<file path="src/rtl/halfstep_pulse_pkg.sv">
package halfstep_pulse_pkg;

    typedef enum logic [1:0] {
        ST_IDLE  = 2'd0,
        ST_WAIT  = 2'd1,
        ST_DRIVE = 2'd2,
        ST_TAIL  = 2'd3
    } shot_state_e;

    typedef enum logic {
        HALF_EARLY = 1'b0,
        HALF_LATE  = 1'b1
    } half_e;

    typedef struct packed {
        logic  hit;
        half_e half;
    } edge_cap_t;

    // First-half bit has priority when both halves saw the trigger.
    function automatic edge_cap_t pick_half(input logic [1:0] t);
        edge_cap_t r;
        r.hit  = |t;
        r.half = t[0] ? HALF_EARLY : HALF_LATE;
        return r;
    endfunction

    // Output pair for a given state.
    function automatic logic [1:0] drive_pair(input shot_state_e st,
                                              input half_e       h,
                                              input logic        first);
        logic [1:0] r;
        case (st)
            ST_DRIVE: r = (h == HALF_LATE && first) ? 2'b10 : 2'b11;
            ST_TAIL:  r = 2'b01;
            default:  r = 2'b00;
        endcase
        return r;
    endfunction

endpackage

</file>
<file path="src/rtl/halfstep_preset_bank.sv">
module halfstep_preset_bank #(
    parameter int NCH    = 8,
    parameter int CNT_W  = 13,
    parameter int ADDR_W = 4
) (
    input  logic                   clk,
    input  logic                   rst,
    input  logic                   wr_en,
    input  logic [ADDR_W-1:0]      wr_addr,
    input  logic [CNT_W-1:0]       wr_data,
    output logic [NCH*CNT_W-1:0]   dly_o,
    output logic [NCH*CNT_W-1:0]   wid_o
);
    localparam int SEL_W = ADDR_W - 1;

    for (genvar c = 0; c < NCH; c++) begin : g_chan
        logic hit_c;
        logic [CNT_W-1:0] dly_q, wid_q;

        assign hit_c = wr_en && (wr_addr[ADDR_W-1:1] == SEL_W'(c));

        always_ff @(posedge clk) begin
            if (rst) begin
                dly_q <= '0;
                wid_q <= '0;
            end else if (hit_c) begin
                if (wr_addr[0]) wid_q <= wr_data;
                else            dly_q <= wr_data;
            end
        end

        assign dly_o[c*CNT_W +: CNT_W] = dly_q;
        assign wid_o[c*CNT_W +: CNT_W] = wid_q;
    end

endmodule

</file>
<file path="src/rtl/halfstep_oneshot_chan.sv">
module halfstep_oneshot_chan
    import halfstep_pulse_pkg::*;
#(
    parameter int CNT_W = 13
) (
    input  logic             clk,
    input  logic             rst,
    input  logic [1:0]       trig,
    input  logic [CNT_W-1:0] dly_preset,
    input  logic [CNT_W-1:0] wid_preset,
    output logic [1:0]       pulse
);
    localparam logic [CNT_W-1:0] ONE = CNT_W'(1);

    function automatic logic [CNT_W-1:0] at_least_one(input logic [CNT_W-1:0] v);
        return (v == '0) ? ONE : v;
    endfunction

    shot_state_e      st_q;
    half_e            half_q;
    logic [CNT_W-1:0] cnt_q;
    logic [CNT_W-1:0] wid_snap_q;
    logic             first_q;
    edge_cap_t        cap;

    assign cap = pick_half(trig);

    always_ff @(posedge clk) begin
        if (rst) begin
            st_q       <= ST_IDLE;
            half_q     <= HALF_EARLY;
            cnt_q      <= '0;
            wid_snap_q <= '0;
            first_q    <= 1'b0;
        end else begin
            first_q <= 1'b0;
            case (st_q)
                ST_IDLE: begin
                    if (cap.hit) begin
                        st_q       <= ST_WAIT;
                        half_q     <= cap.half;
                        cnt_q      <= at_least_one(dly_preset);
                        wid_snap_q <= at_least_one(wid_preset);
                    end
                end
                ST_WAIT: begin
                    if (cnt_q == ONE) begin
                        st_q    <= ST_DRIVE;
                        cnt_q   <= wid_snap_q;
                        first_q <= 1'b1;
                    end else begin
                        cnt_q <= cnt_q - ONE;
                    end
                end
                ST_DRIVE: begin
                    if (cnt_q == ONE) begin
                        st_q <= (half_q == HALF_LATE) ? ST_TAIL : ST_IDLE;
                    end else begin
                        cnt_q <= cnt_q - ONE;
                    end
                end
                default: st_q <= ST_IDLE;
            endcase
        end
    end

    assign pulse = drive_pair(st_q, half_q, first_q);

endmodule

</file>
<file path="src/rtl/halfstep_pulse_gen.sv">
module halfstep_pulse_gen #(
    parameter  int NCH    = 8,
    parameter  int CNT_W  = 13,
    localparam int ADDR_W = $clog2(NCH) + 1
) (
    input  logic                clk,
    input  logic                rst,
    input  logic                wr_en,
    input  logic [ADDR_W-1:0]   wr_addr,
    input  logic [CNT_W-1:0]    wr_data,
    input  logic [2*NCH-1:0]    trig_i,
    output logic [2*NCH-1:0]    pulse_o
);
    logic [NCH*CNT_W-1:0] dly_all;
    logic [NCH*CNT_W-1:0] wid_all;

    halfstep_preset_bank #(
        .NCH    (NCH),
        .CNT_W  (CNT_W),
        .ADDR_W (ADDR_W)
    ) u_bank (
        .clk     (clk),
        .rst     (rst),
        .wr_en   (wr_en),
        .wr_addr (wr_addr),
        .wr_data (wr_data),
        .dly_o   (dly_all),
        .wid_o   (wid_all)
    );

    for (genvar c = 0; c < NCH; c++) begin : g_ch
        halfstep_oneshot_chan #(.CNT_W(CNT_W)) u_shot (
            .clk        (clk),
            .rst        (rst),
            .trig       (trig_i[2*c +: 2]),
            .dly_preset (dly_all[c*CNT_W +: CNT_W]),
            .wid_preset (wid_all[c*CNT_W +: CNT_W]),
            .pulse      (pulse_o[2*c +: 2])
        );
    end

endmodule

</file>
<file path="config.mk">
export PLATFORM = sky130hd
export DESIGN_NAME = halfstep_pulse_gen
export DESIGN_NICKNAME = d
export VERILOG_FILES = /design/src/rtl/halfstep_pulse_pkg.sv /design/src/rtl/halfstep_preset_bank.sv /design/src/rtl/halfstep_oneshot_chan.sv /design/src/rtl/halfstep_pulse_gen.sv
export SDC_FILE = /design/constraint.sdc
export NUM_CORES = 1
export LEC_CHECK = 0
export BUFFER_PORTS_ARGS = -buffer_cell sky130_fd_sc_hd__buf_2
export CAP_MARGIN = 30
export CORE_ASPECT_RATIO = 1.1
export CORE_MARGIN = 2
export CORE_UTILIZATION = 40
export CTS_BUF_LIST = sky130_fd_sc_hd__clkbuf_16
export DETAILED_ROUTE_END_ITERATION = 7
export PLACE_DENSITY_LB_ADDON = 0.3
export REMOVE_ABC_BUFFERS = 1
export SYNTH_ARGS = -nofsm -noshare
export SYNTH_HDL_FRONTEND = slang
export SYNTH_HIERARCHICAL = 1
export SYNTH_SLANG_ARGS = --single-unit
</file>
<file path="constraint.sdc">
create_clock -name clk -period 2.93 [get_ports clk]
set_input_delay 0.1465 -clock clk [delete_from_list [all_inputs] [get_ports clk]]
set_output_delay 0.1465 -clock clk [all_outputs]
set_load 0.03 [all_outputs]
</file>
# --- After elaboration in Yosys (flattened, before gate mapping) ---
# Cells that the tools add are included.
op_classes:
  bitwise_logic: 9
  mux: 120
  n_reduce_logical: 105
  n_eq_ne: 71
  add_sub_neg: 8
op_table:
  columns: ["operator", "count"]
  rows:
  - ["13-bit two-way mux", 40]
  - ["13-bit case mux with 3 select lines", 8]
  - ["13-bit zero test", 16]
  - ["13-bit by 1-bit equality test with 1-bit output, second input constant", 8]
  - ["13-bit by 1-bit subtractor with 13-bit output, second input constant", 8]
  - ["2-bit two-way mux", 32]
  - ["2-bit by 1-bit != test with 1-bit output, second input constant", 24]
  - ["2-bit case mux with 3 select lines", 8]
  - ["2-bit AND reduction", 24]
  - ["3-bit AND reduction", 16]
  - ["2-bit equality test, second input constant", 16]
  - ["2-bit case mux with 2 select lines", 8]
  - ["2-bit OR reduction", 16]
  - ["1-bit two-way mux", 24]
  - ["3-bit nonzero test", 8]
  - ["2-bit by 1-bit equality test with 1-bit output, second input constant", 8]
  - ["1-bit logical AND", 16]
  - ["2-bit zero test", 8]
  - ["2-bit != test, second input constant", 8]
  - ["3-bit equality test, second input constant", 4]
  - ["1-bit inverter", 9]
  - ["3-bit by 2-bit equality test with 1-bit output, second input constant", 2]
  - ["3-bit by 1-bit equality test with 1-bit output, second input constant", 1]
  - ["3-bit zero test", 1]
word_totals:
  input_bits: 36
  ff_bits: 448
  elab_cells: 369

# --- Depth between registers and ports, before layout ---
logic_depth:
  ltp_word: 4
  ltp_mapped: 8
  depth_no_buf: 7

# --- Modules after synthesis ---
# Netlist, hierarchy kept.
modules_own_cells:
  columns: ["module", "area_each_um2", "cells_per_inst", "n_inst"]
  rows:
  - ["halfstep_preset_bank", 8266.7, 735, 1]
  - ["halfstep_oneshot_chan (g_ch[0].u_shot ...)", 1814.2, 223, 4]
  - ["halfstep_oneshot_chan (g_ch[4].u_shot ...)", 1750.4, 211, 2]
  - ["halfstep_oneshot_chan (g_ch[6].u_shot)", 1895.6, 234, 1]
  - ["halfstep_oneshot_chan (g_ch[7].u_shot)", 1868.0, 214, 1]

# --- Worst setup path after synthesis ---
# OpenSTA, ideal clock, no wires.
synth_path:
  path_type: "reg-to-reg"
  from: "register g_ch[4].u_shot.cnt_q[3]"
  to: "register g_ch[4].u_shot.cnt_q[1]"
  synth_period_minus_slack_ns: 2.313
  path_stages_with_launch: 8
  t_arrival_ns: 2.178
  slack_ns: 0.617
  path_buffers: 2
  path_cell_list: "dfxtp_1 or4_1 buf_2 or4_4 a21o_1 buf_6 a221oi_2 o32ai_1"
synth_between:
  elab_chain_len: 3
  word_cells_on_any_way: 5
  classes_between: "2 x eq/ne; 2 x mux; 1 x reduce/logical"
synth_rtl:
  columns: ["element", "line", "source"]
  rows:
  - ["start: declaration", "halfstep_oneshot_chan.sv:21", "logic [CNT_W-1:0] cnt_q;"]
  - ["start signal: assignment", "halfstep_oneshot_chan.sv:42", "cnt_q <= at_least_one(dly_preset);"]
  - ["start signal: assignment", "halfstep_oneshot_chan.sv:49", "cnt_q <= wid_snap_q;"]
  - ["start signal: assignment", "halfstep_oneshot_chan.sv:52", "cnt_q <= cnt_q - ONE;"]
  - ["13-bit by 1-bit equality test with 1-bit output *", "halfstep_oneshot_chan.sv:47, halfstep_oneshot_chan.sv:56", null]
  - ["13-bit two-way mux or 2-bit != test (tied branches)", null, null]
  - ["13-bit case mux with 3 select lines or 3-bit AND reduction (tied branches)", null, null]
# Every way passes the cells marked *; elsewhere a longest branch is shown, timed or not.
# A chain may end at the register's enable or synchronous reset.

# --- Worst setup path in the final report ---
layout_path:
  from: "register g_ch[4].u_shot.cnt_q[3]"
  to: "register g_ch[4].u_shot.cnt_q[9]"
layout_between:
  elab_chain_len: 3
  word_cells_on_any_way: 7
  classes_between: "1 x add/sub; 2 x eq/ne; 3 x mux; 1 x reduce/logical"
layout_rtl:
  columns: ["element", "line", "source"]
  rows:
  - ["13-bit by 1-bit subtractor with 13-bit output or 13-bit by 1-bit equality test with 1-bit output (tied branches)", null, null]
  - ["13-bit two-way mux, or another cell as far along", "halfstep_oneshot_chan.sv:56", "if (cnt_q == ONE) begin"]
  - ["13-bit case mux with 3 select lines or 3-bit AND reduction (tied branches)", null, null]
# Parallel ways exist; a longest one is shown, timed or not. The select of a mux whose other input is x is not followed.

==> summary.txt <==
FF+latch count, synth - 448
Async S/R FF share, synth - 0
max incr delay on CP - 0.69 ns
setup TNS - 0 ns
input/output buffers - 51
Crit-path slowest cell - or4_1
status - complete, no violations
CP top delay family - simple AND/OR/NAND/NOR gates
hold crit path type - input port to flop
Worst-Margin Slew - 0.829 ns
clock sink total - 448
TritonCTS Buffers - 49
WP data required - 3.39 ns
Max IR drop VDD - 0.375 mV
Iter 0 DRT Violations - 1,201
chip width - 232 um
H-tree depth - 2
via count - 18,215
Max Cap Viol - 0
die height - 254 um
worst-case clock buffer depth - 3
antenna-violating nets left - 0
Post-synth EDFFs - 0
Final Hold Violating Endpoints - 0
CP max FO - 13
fin crit share - 0.905
Top FF cell, synth - dfxtp_1
Post-Route WL - 58,700 um
DRC viols - 0
Distinct cells, synth - 77
post-DP HPWL - 38,600 um
Total GRT Usage - 0.196
# fillers - 5,420
initial antenna violation count - 1
Synth-to-Final Area Change - 10.8%
CTS tree - built
register area share after synthesis - 0.394
Pre-antenna DRT Iters - 8
RSZ-0062 raised after global routing - false
leak pwr - 10.5 nW
number of global-route vias before repair - 17,885
Mean Syn Cell Area - 9.13 um^2
largest net degree at the start of global routing - 102
post-synthesis cell count - 2,497
yosys warns - 6
CTS clk-pin slew, worst paths - 0.06 ns
global-route wire length before repair - 94,700 um
io pins - 52
DP Worst Slack - 0.233 ns
via/cell ratio - 5.57
initial core utilization - 0.405
postcts setup bufs - 0
Bufs and invs on worst path - 1
final setup margin - 0.279 ns
root buffer cell - clkbuf_16
Cell Rows - 91
Final Cell Area - 25,300 um^2
Total Nets Final - 2,577
max frequency - 377 MHz
crit start category - flop
GRT overflow - 0
PwrDens - 925 nW/um^2
CP Class - flop to flop
clk_skew - 0.0116 ns
mapped cell area - 22,800 um^2
Wirelength per Cell - 17.9 um
Final GP Congestion - 0.867
final setup vio count - 0
# diodes - 0
die area - 58,900 um^2
post-layout min period - 2.65 ns
critical-path cell list - or4_1 -> or4_4 -> o21ai_2 -> buf_4 -> nand3_1 -> o41ai_1
critical path endpoint category - flop
Pins Over Slew Limit - 0
Core Area - 56,200 um^2
clk_lat worst skew - 0.58 ns
CP Data Arrival Time - 3.11 ns
placed inst area - 23,400 um^2
layout cell share with drive strength beyond 1 - 0.119
max_slew headroom - 0.446
[worst paths after layout]
check | from | end | slack (ns) | cells after the start
min | rst | g_ch[2].u_shot/st_q[0] | 0.06 | 2
max | g_ch[4].u_shot/cnt_q[3] | g_ch[4].u_shot/cnt_q[9] | 0.28 | 6
min reg2reg | g_ch[6].u_shot/wid_snap_q[8] | g_ch[6].u_shot/wid_snap_q[8] | 0.45 | 2
max reg2reg | g_ch[4].u_shot/cnt_q[3] | g_ch[4].u_shot/cnt_q[9] | 0.28 | 6
[layout make-up]
class,count,area [um^2],area share
Inverter,74,278,0.0110
Clock inverter,40,414,0.0164
Sequential cell,448,8970,0.355
Timing Repair Buffer,122,873,0.0346
Tap cell,744,931,0.0369
Multi-Input combinational cell,1792,12600,0.498
Clock buffer,49,1230,0.0485
[repair_timing]
action                                  in CTS  in global routing
endpoints found under the setup margin       0                  1
endpoints found under the hold margin       10                  0
gates resized for setup                      0                  1
hold buffers                                17                  0
[cell families (layout without fill, tap and decap cells)]
kind of cell | count (synthesis) | count (layout) | synth area share
buf+inv | 257 | 285 | 0.0549
fa+ha+maj | 54 | 54 | 0.0296
xor+xnor | 69 | 69 | 0.0265
flops | 448 | 448 | 0.394
simple gates | 988 | 988 | 0.238
mux | 213 | 213 | 0.0936
compound gates | 468 | 468 | 0.164
[report_power, final]
group          total, mW  switching, mW  internal [mW]
registers           7.50          0.771           6.73
clock network       6.35           2.52           3.82
logic               9.52           5.84           3.68
[Yosys cell counts (36+ instances only)]
master      n  area share
dfxtp_1   448        0.39
nor2_1    170       0.028
ha_1       54       0.030
clkbuf_1   88       0.014
nor4_1     64       0.018
inv_1      74       0.012
nand2b_1  223       0.061
mux2i_1   213       0.094
o41ai_2    37       0.026
nand2_1   260       0.043
nand3_1    43      0.0094
nand3b_1   51       0.017
buf_2      54       0.012
a21oi_1   147       0.032
xor2_1     36       0.014
a221oi_1   50       0.019
[sequential cells by signal, indices dropped and copies added, names as in the netlist]
| name | count |
|---|---|
| g_ch.u_shot/cnt_q | 104 |
| g_ch.u_shot/half_q | 8 |
| g_ch.u_shot/first_q | 8 |
| u_bank/g_chan.dly_q | 104 |
| u_bank/g_chan.wid_q | 104 |
| g_ch.u_shot/wid_snap_q | 104 |
| g_ch.u_shot/st_q | 16 |
[cells in the final DEF, fill, tap and decap left out, types with 11 or more instances in the layout]
cell / synthesis / layout
a211oi_1: 23 / 23
a21o_1: 12 / 12
a21oi_1: 147 / 147
a221oi_1: 50 / 50
a221oi_2: 24 / 24
a311oi_1: 15 / 15
a31oi_1: 26 / 26
buf_2: 54 / 52
buf_4: 6 / 49
clkbuf_16: 0 / 49
clkinv_1: 0 / 11
dfxtp_1: 448 / 448
dlygate4sd3_1: 0 / 17
ha_1: 54 / 54
inv_1: 74 / 81
mux2i_1: 213 / 213
nand2_1: 260 / 260
nand2_2: 11 / 11
nand2b_1: 223 / 223
nand3_1: 43 / 43
nand3b_1: 51 / 51
nand4_1: 12 / 12
nor2_1: 170 / 170
nor2b_1: 14 / 14
nor3_1: 17 / 17
nor4_1: 64 / 64
o21ai_0: 34 / 34
o32ai_1: 21 / 21
o41ai_1: 28 / 28
o41ai_2: 37 / 37
or3_1: 27 / 27
or4_1: 11 / 11
xnor2_1: 33 / 33
xor2_1: 36 / 36
[layer usage]
layer / GRT usage / routed length [um] / up-vias
li1: - / - / 8906
met1: 0.248 / 26100 / 8855
met2: 0.346 / 29000 / 365
met3: 0.0293 / 2310 / 87
met4: 0.0540 / 1260 / 2
met5: 0 / 16 / -
[per-stage QoR]
step	power [mW]	hold slack [ns]	cells	utilization
after floorplan	14.5	0.209	2314	-
after global routing	24.8	0.0950	3269	0.449
after CTS	23.5	0.0553	3269	0.449
final	23.4	0.0640	3269	0.449
after detailed placement	17.0	0.360	3163	0.417
after global placement	16.7	0.355	3161	0.417
(Power assumes the default switching activity.)
